## src/rtl/tmt_pkg.sv

```systemverilog
package tmt_pkg;

  // strobes from control to datapath
  typedef struct packed {
    logic loadCmp;   // capture write data into compare register
    logic arm;       // arm a match on the new target
    logic disarm;    // drop the armed match
  } tmtStrobe_t;

  // conditions reported by datapath to control
  typedef struct packed {
    logic wrDisable; // write data carries the disable bit
    logic wrAhead;   // write target lies strictly ahead of tick
    logic hit;       // armed and tick equals the stored target
  } tmtFlags_t;

endpackage

```

## src/rtl/tmt_datapath.sv

```systemverilog
module tmt_datapath
  import tmt_pkg::*;
#(
  parameter int CNT_W = 63
) (
  input  logic             clk,
  input  logic             rstN,
  input  tmtStrobe_t       strb,
  input  logic [CNT_W:0]   wrData,
  input  logic [CNT_W-1:0] tickIn,
  output tmtFlags_t        flags,
  output logic [CNT_W:0]   cmpQ
);

  localparam int REG_W = CNT_W + 1;
  localparam logic [REG_W-1:0] CMP_RESET = {1'b1, {CNT_W{1'b0}}};

  logic armedQ;

  always_ff @(posedge clk or negedge rstN) begin
    if (!rstN) begin
      cmpQ <= CMP_RESET;
    end else if (strb.loadCmp) begin
      cmpQ <= wrData;
    end
  end

  always_ff @(posedge clk or negedge rstN) begin
    if (!rstN) begin
      armedQ <= 1'b0;
    end else if (strb.arm) begin
      armedQ <= 1'b1;
    end else if (strb.disarm) begin
      armedQ <= 1'b0;
    end
  end

  logic [CNT_W-1:0] storedTarget;
  logic [CNT_W-1:0] newTarget;

  always_comb begin
    storedTarget    = cmpQ[CNT_W-1:0];
    newTarget       = wrData[CNT_W-1:0];
    flags.wrDisable = wrData[CNT_W];
    flags.wrAhead   = newTarget > tickIn;
    flags.hit       = armedQ && (storedTarget == tickIn);
  end

endmodule

```

## src/rtl/tmt_control.sv

```systemverilog
module tmt_control
  import tmt_pkg::*;
(
  input  logic       clk,
  input  logic       rstN,
  input  logic       wrEn,
  input  tmtFlags_t  flags,
  output tmtStrobe_t strb,
  output logic       pulseQ
);

  logic fire;
  logic armNew;

  always_comb begin
    // a write in the same cycle wins over a pending hit
    fire         = !wrEn && flags.hit;
    armNew       = wrEn && !flags.wrDisable && flags.wrAhead;
    strb.loadCmp = wrEn;
    strb.arm     = armNew;
    strb.disarm  = (wrEn && !armNew) || fire;
  end

  always_ff @(posedge clk or negedge rstN) begin
    if (!rstN) begin
      pulseQ <= 1'b0;
    end else begin
      pulseQ <= fire;
    end
  end

endmodule

```

## src/rtl/tick_match_timer.sv

```systemverilog
module tick_match_timer
  import tmt_pkg::*;
#(
  parameter int CNT_W = 63
) (
  input  logic             clk,
  input  logic             rstN,
  input  logic             cmpWrEn,
  input  logic [CNT_W:0]   cmpWrData,
  input  logic [CNT_W-1:0] tickIn,
  output logic [CNT_W:0]   cmpRdData,
  output logic             matchPulse
);

  tmtStrobe_t strb;
  tmtFlags_t  flags;

  tmt_datapath #(.CNT_W(CNT_W)) uDp (
    .clk    (clk),
    .rstN   (rstN),
    .strb   (strb),
    .wrData (cmpWrData),
    .tickIn (tickIn),
    .flags  (flags),
    .cmpQ   (cmpRdData)
  );

  tmt_control uCtl (
    .clk    (clk),
    .rstN   (rstN),
    .wrEn   (cmpWrEn),
    .flags  (flags),
    .strb   (strb),
    .pulseQ (matchPulse)
  );

endmodule

```

## config.mk

```make
export PLATFORM = sky130hd
export DESIGN_NAME = tick_match_timer
export DESIGN_NICKNAME = d
export VERILOG_FILES = /design/src/rtl/tmt_pkg.sv /design/src/rtl/tmt_datapath.sv /design/src/rtl/tmt_control.sv /design/src/rtl/tick_match_timer.sv
export SDC_FILE = /design/constraint.sdc
export NUM_CORES = 1
export LEC_CHECK = 0
export BUFFER_PORTS_ARGS = -buffer_cell sky130_fd_sc_hd__buf_2
export CORE_MARGIN = 2
export CORE_UTILIZATION = 50
export CTS_CLUSTER_DIAMETER = 100
export DETAILED_ROUTE_END_ITERATION = 7
export PLACE_DENSITY = 0.9
export SYNTH_ARGS = -nofsm -noshare
export SYNTH_HDL_FRONTEND = slang
export SYNTH_HIERARCHICAL = 1
export SYNTH_SLANG_ARGS = --single-unit
export TNS_END_PERCENT = 5
```

## constraint.sdc

```tcl
create_clock -name clk -period 2.6 [get_ports clk]
set_input_delay 0.52 -clock clk [delete_from_list [all_inputs] [get_ports clk]]
set_output_delay 0.52 -clock clk [all_outputs]
set_load 0.02 [all_outputs]
```

[After elaboration in Yosys (flattened, before gate mapping)]
Cells that the tools add are included.
Storage, ports and cells
  flip-flop bits (word level): 66
  output and inout port bits: 65
Cells by class
  $lt $le $gt $ge: 1
  eq/ne operators: 1
  muxes and demuxes: 2
  reduce and logical (&&, ||, !) cells: 10
Operators with widths (count)
  $eq A63 B63 Y1: 1
  $gt A63 B63 Y1: 1
  $logic_and A1 B1 Y1: 5
  $logic_not A1 Y1: 3
  $mux W1: 2
  $reduce_bool A2 Y1: 1
  $logic_or A1 B1 Y1: 1

[Depth between registers and ports, before layout]
  depth in word-level cells: 8
  gate-level depth with buffers: 12

[Hierarchy]
Netlist, hierarchy kept.
Modules (own cells, without submodules)
  tmt_datapath: instances 1, cells each 483, area each 4680.7 um2, sequential area each 1627.8 um2
  tmt_control: instances 1, cells each 7, area each 65.1 um2, sequential area each 25.0 um2

[Least setup slack after synthesis]
No wires, ideal clock.
  path kind: input port to flip-flop
  start: input tickIn[32]
  end: register uDp.armedQ
  setup time: 118 ps
  data arrival time: 2309 ps
  data required time: 2482 ps
  path slack: 173 ps
  cell stages on the path: 12
  buffers on the path: 1
  cells stage by stage: inv_1 > ha_1 > a21oi_2 > o21ai_1 > a221o_1 > or3_1 > a221oi_2 > a21oi_1 > nand2_1 > nor2_1 > buf_4 > a21o_1
RTL lines
  from (decl): line tick_match_timer.sv:10  | input logic [CNT_W-1:0] tickIn,
  to (signal assigned): line tmt_datapath.sv:30  | armedQ <= 1'b0;
  to (signal assigned): line tmt_datapath.sv:32  | armedQ <= 1'b1;
  to (signal assigned): line tmt_datapath.sv:34  | armedQ <= 1'b0;
  to (decl): line tmt_datapath.sv:18  | logic armedQ;

==> impl_results.md <==
- Max-slew violations: 0
- Vias in the first global route: approximately 4.8k
- Via/cell ratio: between 5 and 6
- Most frequent cells after synthesis: inv_1 (80), dfrtp_1 (65), ha_1 (63), mux2_2 (47), nand2_1 (32)
- Clk root buf: clkbuf_8
- Post-Syn Instances: 490
- Top cell type's share of synthesized area: approximately 34%
- Final Cycle Share: between 90% and 100%
- CTS tree: yes
- Tot Pwr: ~3.2 mW
- Worst path max stage delay: about 0.53 ns
- Setup violations, final: 0
- CP endpoint kind: flop
- Pleak: ~3.3 nW
- Clock Path Buffers: 2
- Slew headroom: 51.1%
- CORE AREA: 9240 µm²
- DP HPWL: 12.6 mm
- Post-CTS Setup Bufs: 0
- Clock Skew: approximately 0.018 ns
- Via count: 4681
- Port buffer count: between 150 and 200
- Area delta synth->final: 31.1%
- Peak VDD IR: 0.000270 V
- ANT cells: 0
- # DRC: 0
- Total track usage: 29.1%
- DRT Pass-1 Iters: 5
- Synth area leader: dfrtp_1
- Post-route ant nets: 0
- Clk_lat worst skew: between 0.3 and 0.4 ns
- Max Cap Violations: 0
- Synth Net Count: roughly 680
- Initial core utilization: approximately 51%
- Ys Warns: 6
- First-pass GRT wire length: roughly 23 mm
- Die height: just over 100 µm
- Final hold vios: 0
- Avg Inst Size Synth: approximately 9.7 µm²
- Post-CTS Resized: 0
- Status: completed
- PD cells: roughly 500 nW/µm²
- FFs w/ async S/R, synth: 100%
- Clk sinks: between 60 and 70
- Slowest CP cell: a222oi_1
- Worst Setup Path Type: flop to flop
- Routed len/inst: 18.1 µm
- Crit path arrival time: between 2 and 3 ns
- Worst-path clk slew: 0.08 ns
- Die ar.: roughly 10000 µm²
- Top_reg_cell synth: dfrtp_1
- Initial antenna violation count: 0
- CP Launch Type: flop
- RSZ-0062 raised after global routing: false
- Post-route minimum period: 2.50 ns
- Nets@finish: 895
- Crit Path Max Fanout: 3
- Utilization after layout: between 60% and 70%
- CTS HTree Levels: 3
- Rows: 35
- Synthesized area: roughly 4700 µm²
- Post-synthesis sequential area ratio: 34.8%
- Unique cell type count in the Yosys netlist: 46
- Synth top area cells: dfrtp_1 (34%), ha_1 (17%), mux2_2 (11%)
- Drt initial violations: just under 300
- Highest Clock Rate: around 400 MHz
- Min-Delay Path Class: input port to async pin
- CTS Buf Count: 9
- RD Place Congestion: around 0.94
- Die Wd: about 100 µm
- Share of layout cells above drive strength 1: roughly 41%
- Post-cts hold buffer count: 0
- Worst path cell trace: inv_1, a222oi_1, o2111ai_1, nor4_1, nand4_1, nor4_1, o22a_1, inv_1, a21o_1
- Grt total ovfl: 0
- Post-synth EDFFs: 0
- WP data required: approximately 2.8 ns
- Largest net degree at the start of global routing: 39
- Most common cell in the synthesized netlist: inv_1
- Least-Margin Pin Slew: 0.734 ns
- IO Pins: between 150 and 200
- Number of synthesized register bits: 66
- Overall routed net length: 15.2 mm
==> worst max-delay path: cells and delay by family (launching register included) <==
family / cells / cell delay [ns]
DFF: 1 / 0.38
and+or+nand+nor: 3 / 0.83
AOI/OAI and AO/OA: 4 / 1.08
buffers and inverters: 2 / 0.11
==> cell type report <==
cell class,instances,area [µm²]
multi-input cells,330,2730
flip-flops and latches,66,1650
repair buffers,213,1150
fillers,736,3020
well taps,129,161
inverters,82,308
clock buffers,10,128
clock inverters,6,91.3
==> flip-flops by register name (all words and copies together), names as in the netlist <==
signal	flops
uDp/armedQ	1
uDp/cmpQ	64
uCtl/pulseQ	1
==> power by group <==
part	total, mW	leakage, nW	internal (mW)	switching [mW]
clock network	0.969	0.110	0.544	0.425
registers	1.22	0.782	1.13	0.0944
logic	0.964	2.41	0.413	0.551
==> cells by family after synthesis <==
kind of cell	after synthesis	share of synthesized area [%]
and+or+nand+nor	90	10.6
adders and majority gates	63	16.6
muxes	47	11.2
AOI/OAI and AO/OA	91	12.0
buffers and inverters	94	7.67
DFF	66	34.8
xor gates and xnor gates	39	7.20
==> worst paths after layout <==
kind	startpoint	endpoint	slack, ns	cells past startpoint
worst max-delay path	uDp/cmpQ[45]	uDp/armedQ	0.1	9
worst min-delay path	rstN	uDp/cmpQ[30]	0.23	1
worst max register to register	uDp/cmpQ[45]	uDp/armedQ	0.1	9
worst min register to register	uDp/armedQ	uDp/armedQ	0.53	1
max in group asynchronous	rstN	uDp/cmpQ[63]	1.65	2
min in group clk	cmpWrData[34]	uDp/cmpQ[34]	0.41	3
==> per-stage QoR <==
step	hold WS, ns	setup slack (ns)	instances	TNS (ns)	instance area [µm²]
2_1_floorplan	0.224	0.173	490	0	4750
3_3_place_gp	0.495	-0.0362	820	-0.0362	6000
3_5_place_dp	0.503	-0.0881	820	-0.0881	6000
4_1_cts	0.233	0.180	836	0	6220
5_1_grt	0.263	0.00795	836	0	6220
6_report	0.226	0.0952	836	0	6220
==> layout by cell type, fill, tap and decap left out, drive strengths merged, types with 2 or more instances in the layout <==
master and count:
a211oi 4, a21o 3, a21oi 25, a221o 2
a221oi 8, a22oi 2, and4 2, buf 213
bufinv 2, clkbuf 10, clkinv 4, dfrtp 65
ha 63, inv 82, mux2 47, nand2 33
nand3 9, nand4 18, nor2 8, nor3 3
nor4 11, o21ai 27, o22ai 13, xnor2 22
xor2 17
==> routing by layer <==
metal  share of wire [%]  track usage [%]  vias to the layer above
li1                    -                -                     2148
met1                  40             34.1                     2240
met2                  49             50.9                      243
met3                 7.5             6.07                       50
met4                 4.3             14.0                        0
met5                   0                0                        -
No activity file was read; power rests on OpenSTA's default activity.
